[src/rtl/sdf_pkg.sv]
package sdf_pkg;
    localparam int CTRL_W = 16;
    localparam int RES_W  = 16;
    localparam int SF_W   = 7;
    localparam int AF_W   = 6;

    typedef struct packed {
        logic            chop;
        logic            spare;
        logic [AF_W-1:0] af;
        logic            modify;
        logic [SF_W-1:0] sf;
    } ctrl_t;

    typedef enum logic [1:0] {
        ST_SETTLE  = 2'd0,
        ST_ACCUM   = 2'd1,
        ST_RESOLVE = 2'd2
    } fsm_state_t;

    localparam logic [CTRL_W-1:0] CTRL_RESET = 16'h0007;
endpackage

[src/rtl/sdf_sinc3.sv]
module sdf_sinc3 #(
    parameter int SF_W  = 7,
    parameter int RES_W = 16
) (
    input  logic              clk,
    input  logic              rst_n,
    input  logic              flush,
    input  logic              bit_in,
    input  logic [SF_W-1:0]   sf,
    input  logic              modify,
    output logic              s3_valid,
    output logic [RES_W-1:0]  s3_data
);
    localparam int LOG_RMAX = SF_W + 3;
    localparam int R_MAX    = 1 << LOG_RMAX;
    localparam int ACC_W    = 2 + 3 * LOG_RMAX;
    localparam int BOX_W    = LOG_RMAX + 2;
    localparam int LEN_W    = LOG_RMAX + 1;
    localparam int SCL_W    = ACC_W + RES_W - 1;

    function automatic int ceil_log2(input logic [SF_W:0] v);
        int c;
        c = 0;
        for (int i = 0; i <= SF_W + 1; i++) begin
            if ((longint'(1) << i) < longint'(v)) c = i + 1;
        end
        return c;
    endfunction

    logic [LEN_W-1:0]        r_len, box_len;
    logic [LOG_RMAX-1:0]     tap_idx;
    logic [R_MAX-1:0]        hist;
    logic [LEN_W-1:0]        fill;
    logic [LEN_W-1:0]        dec_cnt;
    logic signed [BOX_W-1:0] box_sum, box_nxt, in_term, old_term;
    logic signed [ACC_W-1:0] int1, int2, dly1, dly2, comb_q, c1, c2;
    logic                    strobe_q;
    logic [5:0]              shift_amt;
    logic signed [SCL_W-1:0] wide, shifted;

    assign r_len   = ({{(LEN_W-SF_W){1'b0}}, sf} + LEN_W'(1)) << 3;
    assign box_len = modify ? (r_len - (r_len >> 2)) : r_len;
    assign tap_idx = LOG_RMAX'(box_len - LEN_W'(1));

    always_comb begin
        in_term  = bit_in ? BOX_W'(1) : -BOX_W'(1);
        old_term = '0;
        if (fill >= box_len) old_term = hist[tap_idx] ? BOX_W'(1) : -BOX_W'(1);
        box_nxt  = box_sum + in_term - old_term;
        c1       = int2 - dly1;
        c2       = c1 - dly2;
    end

    always_ff @(posedge clk or negedge rst_n) begin
        if (!rst_n) begin
            hist     <= '0;
            fill     <= '0;
            box_sum  <= '0;
            int1     <= '0;
            int2     <= '0;
            dec_cnt  <= '0;
            dly1     <= '0;
            dly2     <= '0;
            comb_q   <= '0;
            strobe_q <= 1'b0;
        end else if (flush) begin
            fill     <= '0;
            box_sum  <= '0;
            int1     <= '0;
            int2     <= '0;
            dec_cnt  <= '0;
            dly1     <= '0;
            dly2     <= '0;
            strobe_q <= 1'b0;
        end else begin
            hist     <= {hist[R_MAX-2:0], bit_in};
            if (fill != LEN_W'(R_MAX)) fill <= fill + LEN_W'(1);
            box_sum  <= box_nxt;
            int1     <= int1 + ACC_W'(box_sum);
            int2     <= int2 + int1;
            strobe_q <= 1'b0;
            if (dec_cnt == r_len - LEN_W'(1)) begin
                dec_cnt  <= '0;
                dly1     <= int2;
                dly2     <= c1;
                comb_q   <= c2;
                strobe_q <= 1'b1;
            end else begin
                dec_cnt <= dec_cnt + LEN_W'(1);
            end
        end
    end

    // Scale by 2^15 / 2^(3*ceil(log2 R)) and saturate to the output width
    always_comb begin
        shift_amt = 6'(3 * (3 + ceil_log2({1'b0, sf} + (SF_W+1)'(1))));
        wide      = {comb_q, {(RES_W-1){1'b0}}};
        shifted   = wide >>> shift_amt;
        if (shifted[SCL_W-1:RES_W-1] == {(SCL_W-RES_W+1){1'b0}} ||
            shifted[SCL_W-1:RES_W-1] == {(SCL_W-RES_W+1){1'b1}})
            s3_data = shifted[RES_W-1:0];
        else if (shifted[SCL_W-1])
            s3_data = {1'b1, {(RES_W-1){1'b0}}};
        else
            s3_data = {1'b0, {(RES_W-1){1'b1}}};
    end

    assign s3_valid = strobe_q;

    assert_strobe_gap_R2: assert property (@(posedge clk) disable iff (!rst_n)
        strobe_q |=> !strobe_q);
    assert_flush_quiet_R8: assert property (@(posedge clk) disable iff (!rst_n)
        flush |=> !strobe_q);
endmodule

[src/rtl/sdf_avg_chop.sv]
module sdf_avg_chop
    import sdf_pkg::*;
#(
    parameter int AF_W    = 6,
    parameter int OUT_W   = 16
) (
    input  logic              clk,
    input  logic              rst_n,
    input  logic              flush_ext,
    input  logic              s3_valid,
    input  logic [OUT_W-1:0]  s3_data,
    input  logic [AF_W-1:0]   af,
    input  logic              chop_en,
    output logic              flush_int,
    output logic [OUT_W-1:0]  result,
    output logic              result_valid,
    output logic              chop_phase
);
    localparam int SUM_W = OUT_W + AF_W;

    fsm_state_t              state, state_nxt;
    logic [1:0]              settle_cnt;
    logic [AF_W-1:0]         blk_cnt;
    logic signed [SUM_W-1:0] blk_sum, divisor, quo;
    logic signed [OUT_W-1:0] prev_val, avg;
    logic signed [OUT_W:0]   diff_v, half_v;
    logic                    have_prev;

    assign divisor   = $signed({{(SUM_W-AF_W){1'b0}}, af} + SUM_W'(1));
    assign quo       = blk_sum / divisor;
    assign avg       = quo[OUT_W-1:0];
    assign flush_int = (state == ST_RESOLVE) && chop_en;

    always_comb begin
        if (chop_phase)
            diff_v = {prev_val[OUT_W-1], prev_val} - {avg[OUT_W-1], avg};
        else
            diff_v = {avg[OUT_W-1], avg} - {prev_val[OUT_W-1], prev_val};
        half_v = diff_v >>> 1;
    end

    always_comb begin
        state_nxt = state;
        unique case (state)
            ST_SETTLE:  if (s3_valid && settle_cnt == 2'd2) state_nxt = ST_ACCUM;
            ST_ACCUM:   if (s3_valid && blk_cnt == af)      state_nxt = ST_RESOLVE;
            ST_RESOLVE: state_nxt = chop_en ? ST_SETTLE : ST_ACCUM;
            default:    state_nxt = ST_SETTLE;
        endcase
        if (flush_ext) state_nxt = ST_SETTLE;
    end

    always_ff @(posedge clk or negedge rst_n) begin
        if (!rst_n) state <= ST_SETTLE;
        else        state <= state_nxt;
    end

    always_ff @(posedge clk or negedge rst_n) begin
        if (!rst_n) begin
            settle_cnt   <= '0;
            blk_cnt      <= '0;
            blk_sum      <= '0;
            prev_val     <= '0;
            have_prev    <= 1'b0;
            chop_phase   <= 1'b0;
            result       <= '0;
            result_valid <= 1'b0;
        end else if (flush_ext) begin
            settle_cnt   <= '0;
            blk_cnt      <= '0;
            blk_sum      <= '0;
            have_prev    <= 1'b0;
            chop_phase   <= 1'b0;
            result_valid <= 1'b0;
        end else begin
            result_valid <= 1'b0;
            unique case (state)
                ST_SETTLE: begin
                    if (s3_valid)
                        settle_cnt <= (settle_cnt == 2'd2) ? 2'd0 : settle_cnt + 2'd1;
                end
                ST_ACCUM: begin
                    if (s3_valid) begin
                        blk_sum <= blk_sum + SUM_W'($signed(s3_data));
                        blk_cnt <= blk_cnt + AF_W'(1);
                    end
                end
                ST_RESOLVE: begin
                    blk_sum <= '0;
                    blk_cnt <= '0;
                    if (!chop_en) begin
                        result       <= avg;
                        result_valid <= 1'b1;
                    end else begin
                        if (have_prev) result <= half_v[OUT_W-1:0];
                        result_valid <= have_prev;
                        prev_val     <= avg;
                        have_prev    <= 1'b1;
                        chop_phase   <= ~chop_phase;
                        settle_cnt   <= '0;
                    end
                end
                default: ;
            endcase
        end
    end

    assert_emit_from_resolve_R6: assert property (@(posedge clk) disable iff (!rst_n)
        result_valid |-> $past(state == ST_RESOLVE));
    assert_phase_moves_R9: assert property (@(posedge clk) disable iff (!rst_n)
        !$stable(chop_phase) |-> ($past(state == ST_RESOLVE) || $past(flush_ext)));
    assert_settle_silent_R7: assert property (@(posedge clk) disable iff (!rst_n)
        (state == ST_SETTLE) |=> !result_valid);
    assert_flush_to_settle_R8: assert property (@(posedge clk) disable iff (!rst_n)
        flush_ext |=> (state == ST_SETTLE));
endmodule

[src/rtl/sdf_decimator.sv]
module sdf_decimator
    import sdf_pkg::*;
(
    input  logic        clk,
    input  logic        rst_n,
    input  logic        mod_bit,
    input  logic [15:0] ctrl_in,
    input  logic        ctrl_wr,
    input  logic        restart,
    output logic [15:0] result,
    output logic        result_valid,
    output logic        chop_phase
);
    ctrl_t            ctrl_q;
    logic             flush_ext, flush_int;
    logic             s3_valid;
    logic [RES_W-1:0] s3_data;

    assign flush_ext = ctrl_wr | restart;

    always_ff @(posedge clk or negedge rst_n) begin
        if (!rst_n)       ctrl_q <= ctrl_t'(CTRL_RESET);
        else if (ctrl_wr) ctrl_q <= ctrl_t'(ctrl_in);
    end

    sdf_sinc3 #(.SF_W(SF_W), .RES_W(RES_W)) u_sinc3 (
        .clk      (clk),
        .rst_n    (rst_n),
        .flush    (flush_ext | flush_int),
        .bit_in   (mod_bit),
        .sf       (ctrl_q.sf),
        .modify   (ctrl_q.modify),
        .s3_valid (s3_valid),
        .s3_data  (s3_data)
    );

    sdf_avg_chop #(.AF_W(AF_W), .OUT_W(RES_W)) u_avg (
        .clk          (clk),
        .rst_n        (rst_n),
        .flush_ext    (flush_ext),
        .s3_valid     (s3_valid),
        .s3_data      (s3_data),
        .af           (ctrl_q.af),
        .chop_en      (ctrl_q.chop),
        .flush_int    (flush_int),
        .result       (result),
        .result_valid (result_valid),
        .chop_phase   (chop_phase)
    );

    assert_no_emit_after_flush_R8: assert property (@(posedge clk) disable iff (!rst_n)
        flush_ext |=> !result_valid);
endmodule

[config.mk]
export PLATFORM = sky130hd
export DESIGN_NAME = sdf_decimator
export DESIGN_NICKNAME = d
export VERILOG_FILES = /design/src/rtl/sdf_pkg.sv /design/src/rtl/sdf_sinc3.sv /design/src/rtl/sdf_avg_chop.sv /design/src/rtl/sdf_decimator.sv
export SDC_FILE = /design/constraint.sdc
export NUM_CORES = 2
export LEC_CHECK = 0
export ABC_AREA = 1
export BUFFER_PORTS_ARGS = -buffer_cell sky130_fd_sc_hd__buf_4
export CAP_MARGIN = 20
export CORE_MARGIN = 2
export CORE_UTILIZATION = 45
export DETAILED_ROUTE_END_ITERATION = 10
export PLACE_DENSITY_LB_ADDON = 0.3
export SETUP_SLACK_MARGIN = 0.3
export SLEW_MARGIN = 20
export SYNTH_ARGS = -nofsm -noshare
export SYNTH_HDL_FRONTEND = slang
export SYNTH_HIERARCHICAL = 1
export SYNTH_SLANG_ARGS = --single-unit
[constraint.sdc]
create_clock -name clk -period 60.3 [get_ports clk]
set_clock_uncertainty 0.2 [all_clocks]
set_input_delay 15.075 -clock clk [delete_from_list [all_inputs] [get_ports clk]]
set_output_delay 15.075 -clock clk [all_outputs]
set_load 0.1 [all_outputs]
### Word-level counts from Yosys, hierarchy flattened

Cells that the tools add are included.

| operators by class | value |
|---|---|
| order comparisons | 10 |
| muxes and demuxes | 57 |
| bitwise gates (word level) | 5 |
| div/mod/pow operators | 1 |
| shift-type cells | 1 |
| multipliers | 1 |
| add/sub/neg operators | 20 |
| eq/ne operators | 13 |
| reductions and logical operators | 19 |

Operators with widths:

| operator | count |
|---|---|
| two-way mux 32 bit | 6 |
| two-way mux 16 bit | 4 |
| subtractor 32 bit | 2 |
| two-way mux 11 bit | 5 |
| two-way mux 12 bit | 4 |
| >>> shifter 47 x 6 -> 47 bit | 1 |
| two-way mux 22 bit | 2 |
| one-hot mux 22 bit (2 select lines) | 1 |
| subtractor 16 x 16 -> 17 bit | 2 |
| adder 32 x 12 -> 32 bit | 1 |
| adder 32 bit | 1 |
| equality test 32 bit, second input constant | 1 |
| zero test 32 bit | 1 |
| multiplier 3 x 32 -> 6 bit, first input constant | 1 |
| adder 11 x 1 -> 11 bit, second input constant | 2 |
| adder 22 x 16 -> 22 bit | 1 |
| divider 22 x 22 -> 22 bit | 1 |
| two-way mux 2 bit | 9 |
| two-way mux 17 bit | 1 |
| adder 7 x 1 -> 8 bit, second input constant | 2 |
| two-way mux 1 bit | 14 |
| adder 12 bit | 1 |
| two-way mux 3 bit | 4 |
| two-way mux 6 bit | 2 |
| 40 further kinds | 58 |

| storage, ports and cells | value |
|---|---|
| word-level logic and storage cells | 150 |
| bits in registers | 1,301 |
| output and inout bits | 18 |

### Longest topological paths before layout

| logic depth | value |
|---|---|
| word-level depth | 20 |
| gate-level depth with buffers | 315 |
| gate-level depth less buffers | 297 |

### By module

The synthesis kept the hierarchy.

Modules (own cells, without submodules):

| module | area an instance (um^2) | cells an instance | instances | seq. area each (um^2) |
|---|---|---|---|---|
| sdf_sinc3 | 60,425.5 | 7,712 | 1 | 30,504.3 |
| sdf_avg_chop | 16,231.8 | 2,603 | 1 | 1,676.6 |
| sdf_decimator | 628.1 | 68 | 1 | 379.1 |

### Worst setup path before layout

Ideal clock, no wire load.

| timing | value |
|---|---|
| kind | register to register |
| start point | register ctrl_q[8] (netlist name) |
| end point | register u_avg.result[15] |
| setup time | 0.068 ns |
| stages on the path, launching flop included | 291 |
| arrival time | 41.505 ns |
| path slack | 18.527 ns |
| buffers on the path | 18 |
| clock period less this slack | 41.773 ns |
| data required time | 60.033 ns |
| cell sequence | dfrtp_1 ha_1 xnor2_1 nand3_1 nor2_4 nand3_1 and2_1 ha_1 inv_1 o21bai_1 nand3_1 and2_1 ha_1 inv_1 o21bai_1 a21o_1 nand2_2 nand2_1 [255 not listed] nor2_2 nand2_4 inv_4 ha_1 or2_2 o21ai_0 inv_1 fa_1 inv_1 o21ai_0 a21boi_0 nand3b_1 o311ai_0 nand2_1 a21oi_1 o21ai_0 nand3_1 nand2_1 |

| between the ends | value |
|---|---|
| longest elaborated chain between the ends | 6 |
| elaborated cells on any way between the ends | 7 |
| classes of those cells | add/sub: 3; div: 1; mux: 3 |

Ends and longest elaborated chain:

| element | line | source |
|---|---|---|
| from (decl) | sdf_decimator.sv:14 | `ctrl_t ctrl_q;` |
| from (signal assigned) | sdf_decimator.sv:22 | `if (!rst_n) ctrl_q <= ctrl_t'(CTRL_RESET);` |
| from (signal assigned) | sdf_decimator.sv:23 | `else if (ctrl_wr) ctrl_q <= ctrl_t'(ctrl_in);` |
| adder 6 x 1 -> 7 bit * | sdf_avg_chop.sv:29 | `assign divisor = $signed({{(SUM_W-AF_W){1'b0}}, af} + SUM_W'(1));` |
| divider 22 x 22 -> 22 bit * | sdf_avg_chop.sv:30 | `assign quo = blk_sum / divisor;` |
| net u_avg.quo[1] | sdf_avg_chop.sv:24 | `logic signed [SUM_W-1:0] blk_sum, divisor, quo;` |
| subtractor 16 x 16 -> 17 bit, on equally long branches | sdf_avg_chop.sv:38, sdf_avg_chop.sv:36 |  |
| two-way mux 17 bit * | sdf_avg_chop.sv:35 | `if (chop_phase)` |
| two-way mux 16 bit * | sdf_avg_chop.sv:95 | `if (have_prev) result <= half_v[OUT_W-1:0];` |
| two-way mux 16 bit * | sdf_avg_chop.sv:91 | `if (!chop_en) begin` |
| to (signal assigned) | sdf_avg_chop.sv:92 | `result <= avg;` |
| to (signal assigned) | sdf_avg_chop.sv:95 |  |
| to (decl) | sdf_avg_chop.sv:15 | `output logic [OUT_W-1:0] result,` |

The timed path passes the listed nets; every way through them passes the cells marked *. The select of a mux whose other input is x is not followed.
A chain may end at the register's enable or synchronous reset.

### Worst setup path in the final report

Ends and elaborated chain as after synthesis.

==> qor.yml <==
drt:
  met3_wirelength_um: 7120
  post-route-drc-count: 0
  routed_wire_length_um: 189000
  number_of_iterations_in_the_first_detailed_routing_pass: 5
  met2_length_um: 86900
  route.layer.met1.wl_um: 90200
  drt_iter0_drc: 5350
  detail_route.vias_per_cell: 5.24
  drt.antenna.violating_nets: 0
  detailroute.via_count: 65600
  routed.top_layer: "met5"
  post_drt_wl_per_cell_um: 15.1
floorplanning:
  ios: 39
  dieArea_sq_mm: 0.175
  num_rows: 152
  dieHeight_um: 418
  coreArea_sq_mm: 0.171
  start_util_pct: 45.2
  horizontal_die_dimension_um: 418
global_routing:
  grt_pass1_vias: 62600
  gr-usage-all-layers_pct: 21.6
  grt_pass1_wl_um: 316000
  grt_start_max_net_pins: 225
  antenna_found_initial: 1
  globalRouteOverflowTotal: 0
logic_synthesis:
  post_synth_inst_count: 10400
  synth_ff_type: "dfrtp_1"
  yosysSeqAreaShare_pct: 42.1
  synth_cell_types: 78
  synth-edff-count: 0
  postSynth.asyncResetShare_pct: 100
  yosys_register_bits: 1301
  synth.avg_cell_area_sq_um: 7.44
  post_synth_instance_area_sq_mm: 0.0773
  synth_largest_type_area_fraction_pct: 42.0
  ys_warn_count: 6
  yosys.area.top_type: "dfrtp_1"
  post_synth_main_area_contributors: "dfrtp_1 42%, nand2_1 18%, o21ai_0 7.3%"
  synthesized_nets: 10800
finish:
  layout_common_cells: "3622 x nand2_1, 1298 x dfrtp_1, 1127 x o21ai_0, 954 x inv_1, 553 x nand3_1"
  drive_gt1_share_pct: 6.22
  insertedDiodeCount: 0
  final_nets: 10600
  commonest_non_fill_non_tap_cell_in_the_layout: "nand2_1"
  areaGrowthSynthToFinish_pct: 8.48
  stdcell_area_sq_mm: 0.0838
setup_path:
  crit_required_ps: 60800
  timing.critical_path.slowest_cell_delay_ps: 800
  reg2reg_setup_slack_ps: 11750
  crit_path_end_kind: "flop"
  timing.rr.end: "u_avg/result[15]$_DFFE_PN0P_"
  cp_slowest_cell: "nand2_1"
  worstReg2RegStart: "ctrl_q[8]$_DFFE_PN0P_"
  worstPathMaxFanout: 31
  crit_top_cell: "nand2_1"
  setup.worst_path.start_class: "flop"
  worstSetupStartpoint: "ctrl_q[8]$_DFFE_PN0P_"
  timing.critical_path.to: "u_avg/result[15]$_DFFE_PN0P_"
  worstSetupPathType: "reg2reg"
  timing.critical_path.arrival_ps: 49050
  reg2reg_depth: 281
sta:
  finalMaxSlewViolations: 0
  setup_tns_ps: 0
  clock.fmax_mhz: 20.6
  period_needed_ps: 48550
  grt_setup_unrepaired: "false"
  finalHoldViolations: 0
  fin_crit_sh_pct: 80.5
  setup_ws_ps: 11750
  report.final.setup_viol: 0
  slew-limit-headroom_pct: 29.2
  worstMarginPinSlew_ps: 1060
clock_network:
  ctsHoldBuffers: 0
  cts-root-buf: "clkbuf_16"
  tritoncts: "yes"
  skew_pair_late_insertion_delay_ps: 800
  count_of_clock_tree_sinks: 1301
  max-clock-path-buffers: 3
  post_cts_resized: 0
  numCtsBuffers: 144
  ctsHtreeMaxLevel: 4
  postCtsSetupBuffers: 0
  clk_transition_reported_paths_ps: 60
place:
  dpl_cell_area_sq_mm: 0.0789
  globalplace.congestion: 0.884
  hpwl_um: 127000
  dp_slack_ps: 11890
  placement.io_buffers: 37
flow_run:
  cap_violations: 0
status:
  status: "complete, no violations"
min_path:
  hold_class: "reg2reg"
-- worst min path at each step --
| stage | startpoint | to | cells after the start |
|---|---|---|---|
| floorplan | u_sinc3/dec_cnt[0]$_DFF_PN0_ | u_sinc3/dec_cnt[0]$_DFF_PN0_ | 1 |
| global placement | u_sinc3/dec_cnt[0]$_DFF_PN0_ | u_sinc3/dec_cnt[0]$_DFF_PN0_ | 1 |
| detailed placement | u_sinc3/hist[220]$_DFFE_PN0N_ | u_sinc3/hist[221]$_DFFE_PN0N_ | 2 |
| CTS | u_sinc3/hist[620]$_DFFE_PN0N_ | u_sinc3/hist[621]$_DFFE_PN0N_ | 2 |
| global route | u_sinc3/hist[620]$_DFFE_PN0N_ | u_sinc3/hist[621]$_DFFE_PN0N_ | 2 |
| finish | u_sinc3/hist[620]$_DFFE_PN0N_ | u_sinc3/hist[621]$_DFFE_PN0N_ | 2 |
-- synthesized netlist by cell type (all sizes together) (61+ instances only) --
cell type	instances
o22ai	61
xor2	171
nor2	508
o21ai	1178
a21oi	345
buf	105
inv	1011
xnor2	84
nand2	3735
nand3	593
o211ai	165
ha	358
nand4	80
clkbuf	353
dfrtp	1298
nor3	63
-- layout make-up --
| cell class | count | area (sq um) |
|---|---|---|
| fill | 16700 | 87300 |
| multi-input combinational | 7598 | 38900 |
| sequential | 1301 | 32600 |
| clock buffer | 210 | 4160 |
| inverter | 1025 | 3890 |
| tap | 2233 | 2790 |
| timing repair buffer | 102 | 856 |
| clock inverter | 46 | 712 |
-- kinds of logic (layout without fill, tap and decap cells) --
family / Yosys count / after routing / share of synthesized area [%]
adder cells (fa/ha/maj): 366 / 366 / 6.00
flip-flops: 1301 / 1301 / 42.1
AND/OR/NAND/NOR: 5039 / 5039 / 27.3
XOR/XNOR: 255 / 255 / 2.93
AO/OA/AOI/OAI: 1938 / 1938 / 13.9
buffers and inverters: 1484 / 1383 / 7.68
-- routing by layer --
metal	vias to the layer above	track usage [%]
li1	33100	-
met1	31000	30.1
met2	1148	35.3
met3	282	2.57
met4	2	5.87
met5	-	0
-- stage by stage --
| stage | utilization, % | instances | hold slack [ps] |
|---|---|---|---|
| 2_1_floorplan | - | 10400 | 233 |
| 3_3_place_gp | 46.1 | 12300 | 243 |
| 3_5_place_dp | 46.1 | 12300 | 253 |
| 4_1_cts | 49.0 | 12500 | 240 |
| 5_1_grt | 49.0 | 12500 | 282 |
| 6_report | 49.0 | 12500 | 246 |
-- sequential cells by signal, summed over array words and instances, names as in the netlist --
| signal | count |
|---|---|
| u_avg/result_valid | 1 |
| u_sinc3/int2 | 32 |
| u_sinc3/dly2 | 32 |
| ctrl_q | 15 |
| u_avg/prev_val | 16 |
| u_sinc3/dec_cnt | 11 |
| u_avg/blk_sum | 22 |
| u_sinc3/box_sum | 12 |
| u_avg/result | 16 |
| u_sinc3/dly1 | 32 |
| u_avg/have_prev | 1 |
| u_avg/chop_phase | 1 |
| u_avg/blk_cnt | 6 |
| u_sinc3/fill | 11 |
| u_sinc3/int1 | 32 |
| u_sinc3/s3_valid | 1 |
| u_sinc3/hist | 1024 |
| u_avg/settle_cnt | 2 |
| u_avg/state | 2 |
| u_sinc3/comb_q | 32 |
-- critical path, delay by kind of cell, from the launching register on --
family | cells | cell delay, ps
adder cells (fa/ha/maj) | 24 | 7550
XOR/XNOR | 1 | 360
AND/OR/NAND/NOR | 114 | 16290
AO/OA/AOI/OAI | 98 | 18250
flip-flops | 1 | 320
buffers and inverters | 44 | 5430
Power is left out: the tool's default activity adds up to more than one toggle a clock period on the data nets, which glitch-free logic cannot reach.
